### src/rtl/ofs_load_pkg.sv
package ofs_load_pkg;

   typedef enum logic [1:0] {
      MODE_PARALLEL = 2'b00,
      MODE_PRE_LO   = 2'b01,
      MODE_PRE_HI   = 2'b10,
      MODE_SERIAL   = 2'b11
   } ofs_mode_e;

endpackage

### src/rtl/ofs_start_timer.sv
// Counts clock edges after reset release and flags when the startup wait is over.
module ofs_start_timer #(
   parameter int EDGES = 2
) (
   input  logic clk,
   input  logic rst_n,
   output logic done
);
   generate
      if (EDGES == 0) begin : g_none
         assign done = rst_n;
      end else begin : g_count
         localparam int CW = $clog2(EDGES + 1);
         logic [CW-1:0] cnt_q;

         always_ff @(posedge clk) begin
            if (!rst_n)
               cnt_q <= '0;
            else if (cnt_q != CW'(EDGES))
               cnt_q <= cnt_q + 1'b1;
         end

         assign done = (cnt_q == CW'(EDGES));
      end
   endgenerate
endmodule

### src/rtl/ofs_serial_shift.sv
// Shifts the concatenated {af, ae} offsets in MSB first. Bits beyond the total are dropped.
module ofs_serial_shift #(
   parameter int W = 9
) (
   input  logic           clk,
   input  logic           rst_n,
   input  logic           enable,
   input  logic           ser_en_n,
   input  logic           ser_data,
   output logic [2*W-1:0] shreg,
   output logic           ready
);
   localparam int TOTAL = 2 * W;
   localparam int CW    = $clog2(TOTAL + 1);

   logic [CW-1:0] cnt_q;

   always_ff @(posedge clk) begin
      if (!rst_n) begin
         shreg <= '0;
         cnt_q <= '0;
         ready <= 1'b0;
      end else begin
         if (enable && !ser_en_n && (cnt_q != CW'(TOTAL))) begin
            shreg <= {shreg[TOTAL-2:0], ser_data};
            cnt_q <= cnt_q + 1'b1;
         end
         ready <= (cnt_q == CW'(TOTAL));
      end
   end
endmodule

### src/rtl/ofs_parallel_cap.sv
// Takes the first two qualified writes as the almost-full and then the almost-empty offset.
module ofs_parallel_cap #(
   parameter int W = 9
) (
   input  logic         clk,
   input  logic         rst_n,
   input  logic         enable,
   input  logic         wr_qual,
   input  logic [W-1:0] wr_data,
   output logic [W-1:0] af_q,
   output logic [W-1:0] ae_q,
   output logic         done
);
   logic [1:0] cnt_q;

   always_ff @(posedge clk) begin
      if (!rst_n) begin
         af_q  <= '0;
         ae_q  <= '0;
         cnt_q <= '0;
      end else if (enable && wr_qual && (cnt_q != 2'd2)) begin
         if (cnt_q == 2'd0)
            af_q <= wr_data;
         else
            ae_q <= wr_data;
         cnt_q <= cnt_q + 1'b1;
      end
   end

   assign done = (cnt_q == 2'd2);
endmodule

### src/rtl/fifo_ofs_loader.sv
module fifo_ofs_loader
   import ofs_load_pkg::*;
#(
   parameter int OFS_W         = 9,
   parameter int DATA_W        = 9,
   parameter int PRESET_LO     = 8,
   parameter int PRESET_HI     = 64,
   parameter int STARTUP_EDGES = 2
) (
   input  logic              clk,
   input  logic              rst_n,
   input  logic              sel_hi,
   input  logic              sel_lo,
   input  logic              wr_en,
   input  logic [DATA_W-1:0] wr_data,
   input  logic              ser_en_n,
   input  logic              ser_data,
   output logic [OFS_W-1:0]  ofs_ae,
   output logic [OFS_W-1:0]  ofs_af,
   output logic              in_ready,
   output logic              config_done,
   output logic              mem_wr
);
   localparam int OFS_MAX = (1 << OFS_W) - 4;

   generate
      if (DATA_W < OFS_W) begin : g_bad_dw
         $error("DATA_W must be at least OFS_W");
      end
      if (PRESET_LO < 1 || PRESET_LO > OFS_MAX) begin : g_bad_lo
         $error("PRESET_LO outside legal offset range");
      end
      if (PRESET_HI < 1 || PRESET_HI > OFS_MAX) begin : g_bad_hi
         $error("PRESET_HI outside legal offset range");
      end
   endgenerate

   ofs_mode_e mode_q;

   always_ff @(posedge clk) begin
      if (!rst_n)
         mode_q <= ofs_mode_e'({sel_hi, sel_lo});
   end

   logic start_done;
   ofs_start_timer #(.EDGES(STARTUP_EDGES)) u_timer (
      .clk   (clk),
      .rst_n (rst_n),
      .done  (start_done)
   );

   logic [2*OFS_W-1:0] ser_word;
   logic               ser_rdy;
   ofs_serial_shift #(.W(OFS_W)) u_serial (
      .clk      (clk),
      .rst_n    (rst_n),
      .enable   (mode_q == MODE_SERIAL),
      .ser_en_n (ser_en_n),
      .ser_data (ser_data),
      .shreg    (ser_word),
      .ready    (ser_rdy)
   );

   logic             wr_qual;
   logic [OFS_W-1:0] par_af, par_ae;
   logic             par_done;
   ofs_parallel_cap #(.W(OFS_W)) u_par (
      .clk     (clk),
      .rst_n   (rst_n),
      .enable  (mode_q == MODE_PARALLEL),
      .wr_qual (wr_qual),
      .wr_data (wr_data[OFS_W-1:0]),
      .af_q    (par_af),
      .ae_q    (par_ae),
      .done    (par_done)
   );

   assign in_ready    = rst_n && start_done && ((mode_q != MODE_SERIAL) || ser_rdy);
   assign wr_qual     = wr_en && in_ready;
   assign config_done = in_ready && ((mode_q != MODE_PARALLEL) || par_done);
   assign mem_wr      = wr_en && config_done;

   always_comb begin
      unique case (mode_q)
         MODE_PRE_LO: begin
            ofs_af = OFS_W'(PRESET_LO);
            ofs_ae = OFS_W'(PRESET_LO);
         end
         MODE_PRE_HI: begin
            ofs_af = OFS_W'(PRESET_HI);
            ofs_ae = OFS_W'(PRESET_HI);
         end
         MODE_SERIAL: begin
            ofs_af = ser_word[2*OFS_W-1:OFS_W];
            ofs_ae = ser_word[OFS_W-1:0];
         end
         default: begin
            ofs_af = par_af;
            ofs_ae = par_ae;
         end
      endcase
   end
endmodule

### config.mk
export PLATFORM = sky130hd
export DESIGN_NAME = fifo_ofs_loader
export DESIGN_NICKNAME = d
export VERILOG_FILES = /design/src/rtl/ofs_load_pkg.sv /design/src/rtl/ofs_start_timer.sv /design/src/rtl/ofs_serial_shift.sv /design/src/rtl/ofs_parallel_cap.sv /design/src/rtl/fifo_ofs_loader.sv
export SDC_FILE = /design/constraint.sdc
export NUM_CORES = 1
export LEC_CHECK = 0
export BUFFER_PORTS_ARGS = -buffer_cell sky130_fd_sc_hd__buf_2
export CAP_MARGIN = 5
export CORE_ASPECT_RATIO = 0.8
export CORE_MARGIN = 3
export CORE_UTILIZATION = 55
export DETAILED_ROUTE_END_ITERATION = 12
export GPL_TIMING_DRIVEN = 0
export PLACE_DENSITY = 0.83
export SETUP_SLACK_MARGIN = 0.02
export SYNTH_ARGS = -nofsm -noshare
export SYNTH_HDL_FRONTEND = slang
export SYNTH_SLANG_ARGS = --single-unit
export TNS_END_PERCENT = 5
### constraint.sdc
create_clock -name clk -period 2.05 [get_ports clk]
set_input_delay 0.3075 -clock clk [delete_from_list [all_inputs] [get_ports clk]]
set_output_delay 0.3075 -clock clk [all_outputs]
set_load 0.05 [all_outputs]
Word-level counts from Yosys, hierarchy flattened
Index checks and enable logic that the tools add are counted.

Output and inout port bits: 21. Logic and storage cells: 41. Input bits: 16. Flip-flop bits (word level): 48.

Equal/unequal tests: 10. Bitwise operators: 1. Reduce and logical (&&, ||, !) cells: 17. $add $sub $neg: 3. Muxes and demuxes: 2.

Operator list (number): 9-bit one-hot mux with 3 select lines (2); 1-bit logical AND (9); 2-bit == test (second input constant) (4); 2-bit != test (second input constant) (3); 5-bit by 1-bit adder with 5-bit output (second input constant) (1); 5-bit == test (second input constant) (1); 5-bit != test (second input constant) (1); 2-bit by 1-bit adder with 2-bit output (second input constant) (2); 2-bit zero test (2); 2-bit AND reduction (2); 2-bit by 1-bit == test with 1-bit output (second input constant) (1); 1-bit logical OR (2); 2-bit nonzero test (1); 1-bit zero test (1); 1-bit NOT (1).

Longest topological paths before layout
Gate-level depths: netlist (run 1).

Word-level depth: 7. Mapped depth: 7. Gate-level depth less buffers: 5.

By module
From an unflattened synthesis (run 1), not the netlist that was laid out.

Cells, all modules: 226. Area total of the unflattened synthesis: 2229.6 um^2.

By module, submodules not included: ofs_serial_shift (area each 963.4 um^2, cells an instance 91, seq. area each 480.5 um^2, instances 1); ofs_parallel_cap (area each 812.0 um^2, cells an instance 83, seq. area each 400.4 um^2, instances 1); fifo_ofs_loader (area each 349.1 um^2, cells an instance 42, seq. area each 60.1 um^2, instances 1); ofs_start_timer (area each 105.1 um^2, cells an instance 10, seq. area each 40.0 um^2, instances 1).

Worst setup path after synthesis (run 1)
Ideal clock, no wire load.

Path kind: register to output. From: register u_par.cnt_q[0]. To: output mem_wr. Arrival: 1799 ps. Buffers on the path: 1. Path slack: -56 ps. Required time: 1742 ps. Cell stages (with the launch flop): 7. Path through: dfxtp_1 inv_1 ha_1 or3_4 buf_6 o2111a_1 and2_1.

Cells in the longest elaborated chain, start to end: 4.

Ends and longest elaborated chain: from (decl) (line ofs_parallel_cap.sv:14) `logic [1:0] cnt_q;`; from (signal assigned) (line ofs_parallel_cap.sv:26) `cnt_q <= cnt_q + 1'b1;`; 2-bit == test (line ofs_parallel_cap.sv:30) `assign done = (cnt_q == 2'd2);`; 1-bit logical OR (line fifo_ofs_loader.sv:80) `assign config_done = in_ready && ((mode_q != MODE_PARALLEL) || par_done);`; 1-bit logical AND (line fifo_ofs_loader.sv:80); via config_done (line fifo_ofs_loader.sv:21) `output logic config_done,`; 1-bit logical AND (line fifo_ofs_loader.sv:81) `assign mem_wr = wr_en && config_done;`; to (decl) (line fifo_ofs_loader.sv:22) `output logic mem_wr`.

The timed path passes the listed nets, and every way through them passes these cells.

Worst setup path in the final report (run 1)
From: register mode_q[0]. To: output ofs_af[7].

Cells in the longest elaborated chain, start to end: 2. Elaborated cells on any way between the ends: 4. Classes of those cells: 3 x eq/ne; 1 x mux.

Ends and longest elaborated chain: from (decl) (line fifo_ofs_loader.sv:38) `ofs_mode_e mode_q;`; from (signal assigned) (line fifo_ofs_loader.sv:42) `mode_q <= ofs_mode_e'({sel_hi, sel_lo});`; 2-bit == test or 2-bit by 1-bit == test with 1-bit output (tied branches) (line fifo_ofs_loader.sv:84) `unique case (mode_q)`; 9-bit one-hot mux with 3 select lines (*) (line fifo_ofs_loader.sv:84); to (decl) (line fifo_ofs_loader.sv:19) `output logic [OFS_W-1:0] ofs_af,`.

Every way passes the cells marked *; elsewhere a longest branch is shown, timed or not.

==> results of run 1 <==
path summary, 6_finish.rpt:
path	end	slack, ps	cells after the start
setup / recovery	ofs_af[7]	50	5
hold reg to reg	u_par.ae_q[6]$_SDFFE_PN0P_	470	2
setup reg to reg	u_par.af_q[8]$_SDFFE_PN0P_	320	6
hold / removal	mode_q[1]$_DFFE_PN_	170	1
cell families after synthesis:
kind of cell             after synthesis
AO/OA/AOI/OAI                         30
XOR/XNOR                               1
adder cells (fa/ha/maj)                5
buffers and inverters                 26
flip-flops                            48
multiplexers                          39
AND/OR/NAND/NOR                       77
cells in the mapped netlist, types with 2 or more instances:
cell type / count
inv_1: 10
nor2_1: 6
nor3_4: 2
ha_1: 5
a21oi_1: 6
a22o_1: 14
nand3_1: 3
edfxtp_1: 2
buf_6: 4
o211ai_1: 2
o21ai_0: 5
nand2_1: 54
buf_4: 2
dfxtp_1: 46
and2_1: 2
mux2i_1: 39
clkbuf_1: 9
nand2b_1: 2
worst max-delay path, delay by kind of cell, from the launching register on:
kind                   cells  cell delay, ps
and+or+nand+nor            1             160
buffers and inverters      3             590
DFF                        1             470
AOI/OAI and AO/OA          1             170
per-layer routing:
metal | vias to the layer above | global-route usage
li1 | 870 | -
met5 | - | 0
met3 | 10 | 0.0607
met4 | 0 | 0.131
met2 | 54 | 0.324
met1 | 830 | 0.291
metrics by stage:
stage,TNS (ps),hold WS (ps),utilization
2_1_floorplan,0,406,-
3_3_place_gp,-189,443,0.668
4_1_cts,-8.52,168,0.722
6_report,0,166,0.732
5_1_grt,0,172,0.732
3_5_place_dp,-331,447,0.668
flip-flops by register name, summed over array words and instances (netlist names):
register and flops:
u_serial.shreg 18, u_par.ae_q 9, u_par.af_q 9, u_serial.cnt_q 5, mode_q 2, u_par.cnt_q 2
u_timer.g_count.cnt_q 2, u_serial.ready 1
repair_timing:
item / in CTS / in global routing
resized for setup: 32 / 11
setup buffers: 2 / 2
pin swaps: 1 / 11
setup endpoints to repair: 13 / 12
final cells by class:
class | instances | share of cell area
Buffer | 15 | 0.0473
Clock buffer | 7 | 0.0326
Clock inverter | 1 | 0.00236
Inverter | 10 | 0.0142
Multi-Input combinational cell | 152 | 0.401
Sequential cell | 48 | 0.371
Tap cell | 52 | 0.0246
Timing Repair Buffer | 40 | 0.107
where the power goes:
part	total, W	switching (W)	internal (W)
clock network	0.000593	0.000317	0.000275
registers	0.000986	0.0000181	0.000968
logic	0.000319	0.000201	0.000118
total	0.00190	0.000537	0.00136
==> metrics.txt, run 1 <==
status finished, final reports clean; Clock Root Buffer clkbuf_8; Final ANT Viol Nets 0; leakage power 1.07 nW; Yosys top cell area share 0.425; xor and xnor area share after synthesis 0.00404; synth top area cells dfxtp_1 43%, mux2i_1 18%, nand2_1 9.4%; worst skew pair latency 320 ps; initial antenna violation count 0; dominant cell type by area after synthesis dfxtp_1; Pwr Total 0.00190 W; largest family of logic cells by synthesized area multiplexers; final instance area 0.00265 sq mm; slowest CP cell edfxtp_1; RD Place Congestion 0.773; Slowest Stage Delay on Critical Path 470 ps; post-place instance area 0.00241 sq mm; most common cell after layout, fill and taps aside nand2_1; Synth Instances 226; startpoint types flip-flop; Synth Area in Compound Gates 0.102; Syn-to-layout area delta 22.2%; Rel. slew slack 0.641; vias in the first global route 1730; # diodes 0; Setup crit end kind output pin; worst r2r src mode_q[1]$_DFFE_PN_; Synth async-reset ratio 0; critical path, cell by cell buf_4 > nor2_4 > clkbuf_8 > a22o_1 > buf_6; pin count of the biggest net entering global routing 15; fillers 270; Iteration-0 DRC Markers 143; fmax 0.499 GHz; share of synthesized cell area in full adder, half adder and majority cells 0.0289; proportion of layout cells with a drive suffix above 1 0.245; Post-Syn Nets 247; Hold Path Class in2reg; width of the die 76.2 um; metal2 WL 2.19 mm; commonest non-fill, non-tap cells in the layout 54 x nand2_1, 45 x dfxtp_1, 39 x mux2i_1, 25 x buf_2, 14 x a22o_1; drt drc 0; PwrDens 717 mW/mm^2; Worst Path Required 1740 ps; max cap viols 0; grt total ovfl 0; Nets 293; post-route clock period utilization 0.977; Starting Density 0.599; Routed WL 4.99 mm; Worst Setup SP mode_q[0]$_DFFE_PN_; worst-path maximum fanout 10; Seq. cell area 982 sq um; area share of and/or/nand/nor cells after synthesis 0.169; CTS hold repair buffers 0; final cell count without fillers 325; number of iterations in the first detailed-routing pass 5; Yosys reg bits 48; die area 0.00473 sq mm; CTS tree built; Via density 5.43; H-Tree Level Count 2; cell area after synthesis 0.00217 sq mm; clock slew at reported path FFs 80 ps; # IOs 37; Mapped Avg Cell Area 9.58 sq um; min Tclk post-route 2000 ps; PortBufs 36; number of synthesized flops with an enable pin 2; Netlist cell types 31; Pins Over Slew Limit 0; yosys warns 0; Max IR drop VDD 571 uV; M1 WL 2.33 mm; mux cell area share after synthesis 0.180; pre-CTS setup slack -46.0 ps; Final Hold Violating Endpoints 0; clk_skew 7.40 ps; first-pass GRT wire length 8.30 mm; area occupied by multi-input gates 0.00106 sq mm; detailed-route wire length per cell 15.3 um; Setup-failing EPs final 0; core box area 0.00361 sq mm; CTS max path bufs 2; Top Layer Used met4; via count 1764; Final WS setup 47.3 ps; post-detail-place hpwl 3.42 mm; DR WL met3 346 um; crit path DAT 1700 ps; RSZ-0062 raised after global routing yes; Synth Flop Type dfxtp_1; critical hold path startpoint sel_hi; Num CTS Buffers 5; row count 19; share of the yosys chip area belonging to registers 0.453; placed insts 314; die height 62.1 um; GRT Overall Usage 0.221; Crit Path Class reg2out; CTS sink count 48; Least-Margin Pin Slew 532 ps
(Power assumes the default switching activity.)
==> run 2: changes to the inputs <==
==> constraint.sdc (replaced) <==
create_clock -name clk -period 2.05 [get_ports clk]
set_input_delay 0.41 -clock clk [delete_from_list [all_inputs] [get_ports clk]]
set_output_delay 0.41 -clock clk [all_outputs]
set_load 0.05 [all_outputs]
==> metrics.txt, run 2 (synthesis results as in run 1) <==
initial antenna violation count 0; crit path DAT 1690 ps; pin count of the biggest net entering global routing 16; RD Place Congestion 0.783; first-pass GRT wire length 8.29 mm; critical hold path startpoint sel_lo; pre-CTS setup slack -179 ps; Final WS setup -47.0 ps; startpoint types flip-flop; fmax 0.477 GHz; Final Hold Violating Endpoints 0; slowest CP cell or3_4; placed insts 314; clock slew at reported path FFs 90 ps; clk_skew 5.71 ps; hold depth 1; PortBufs 36; commonest non-fill, non-tap cells in the layout 54 x nand2_1, 45 x dfxtp_1, 39 x mux2i_1, 25 x buf_2; Least-Margin Pin Slew 479 ps; max reg flops 18; Iteration-0 DRC Markers 145; Top reg by flops u_serial.shreg; core box area 0.00361 sq mm; GRT Overall Usage 0.221; row count 19; drt drc 0; leakage power 1.07 nW; Nets 292; post-route clock period utilization 1.02; Setup crit end kind output pin; CTS sink count 48; vias in the first global route 1672; Crit Path Class reg2out; worst skew pair latency 310 ps; Pins Over Slew Limit 0; die height 62.1 um; final cell count without fillers 324; # diodes 0; post-detail-place hpwl 3.44 mm; worst-path maximum fanout 7; number of iterations in the first detailed-routing pass 4; CTS tree built; failing checks negative setup slack; worst r2r src mode_q[1]$_DFFE_PN_; Max IR drop VDD 414 uV; most common cell after layout, fill and taps aside nand2_1; PwrDens 719 mW/mm^2; via count 1697; Clock Root Buffer clkbuf_8; Hold Path Class in2reg; Worst Setup SP mode_q[1]$_DFFE_PN_; Via density 5.24; r2r endpoint u_par.af_q[5]$_SDFFE_PN0P_; CTS hold repair buffers 0; min Tclk post-route 2100 ps; Final ANT Viol Nets 0; Rel. slew slack 0.676; Syn-to-layout area delta 22.3%; die area 0.00473 sq mm; Starting Density 0.599; max cap viols 0; width of the die 76.2 um; H-Tree Level Count 2; RSZ-0062 raised after global routing yes; Routed WL 4.92 mm; detailed-route wire length per cell 15.2 um; # IOs 37; critical path, cell by cell buf_6 > or3_4 > o2111a_2 > and2_4 > buf_8; grt total ovfl 0; Num CTS Buffers 5; proportion of layout cells with a drive suffix above 1 0.250; status complete, but fails checks; Worst Hold End mode_q[0]$_DFFE_PN_; flop-to-flop setup slack 320 ps; CTS max path bufs 2; Setup-failing EPs final 2; largest registers u_serial.shreg: 18 flops, u_par.ae_q: 9 flops, u_par.af_q: 9 flops; fillers 255; Worst Path Required 1640 ps; R2R cell count 6; Slowest Stage Delay on Critical Path 390 ps
-- run 2: through the flow --
stage | cell area [sq um] | total power (W) | utilization | hold slack, ps | TNS [ps]
after floorplan | 2170 | 0.00122 | - | 434 | 0
after global placement | 2410 | 0.00129 | 0.668 | 443 | -1850
after detailed placement | 2410 | 0.00130 | 0.668 | 447 | -1660
after CTS | 2620 | 0.00190 | 0.725 | 268 | -55.3
after global routing | 2650 | 0.00199 | 0.733 | 267 | -499
final | 2650 | 0.00191 | 0.733 | 269 | -56.4
-- run 2: repair_timing --
action,in CTS,in global routing
buffers inserted,2,2
gates resized for setup,37,2
pin swaps,2,0
setup endpoints to repair,17,13
-- run 2: how the worst max path moves through the flow --
| stage | endpoint | slack (ps) |
|---|---|---|
| 2_1_floorplan | ofs_ae[3] | 1 |
| 3_3_place_gp | in_ready | -200 |
| 3_5_place_dp | in_ready | -180 |
| 4_1_cts | mem_wr | -50 |
| 5_1_grt | mem_wr | -80 |
| 6_report | mem_wr | -50 |
-- run 2: routing by layer --
metal / up-vias / part of all wire / global-route usage
li1: 863 / - / -
met1: 791 / 0.47 / 0.308
met2: 35 / 0.46 / 0.342
met3: 8 / 0.055 / 0.0405
met4: 0 / 0.011 / 0.0814
met5: - / 0 / 0
-- run 2: where the power goes --
group / switching, W / total (W) / internal, W
combinational: 0.000200 / 0.000314 / 0.000114
clock: 0.000330 / 0.000605 / 0.000274
sequential: 0.0000190 / 0.000987 / 0.000968
total: 0.000550 / 0.00191 / 0.00136
-- run 2: worst max-delay path: cells and delay by family, from the launching register on --
family	cells	cell delay, ps
buffers and inverters	2	290
and+or+nand+nor	2	530
AOI/OAI and AO/OA	1	170
DFF	1	380
-- run 2: area by class of cell --
cell class / count / area [sq um] / share of cell area
multi-input cells: 152 / 1070 / 0.405
flip-flops and latches: 48 / 982 / 0.371
repair buffers: 40 / 283 / 0.107
plain buffers: 14 / 113 / 0.0425
clock buffers: 6 / 82.6 / 0.0312
well taps: 52 / 65.1 / 0.0246
inverters: 10 / 37.5 / 0.0142
clock inverters: 2 / 13.8 / 0.00520
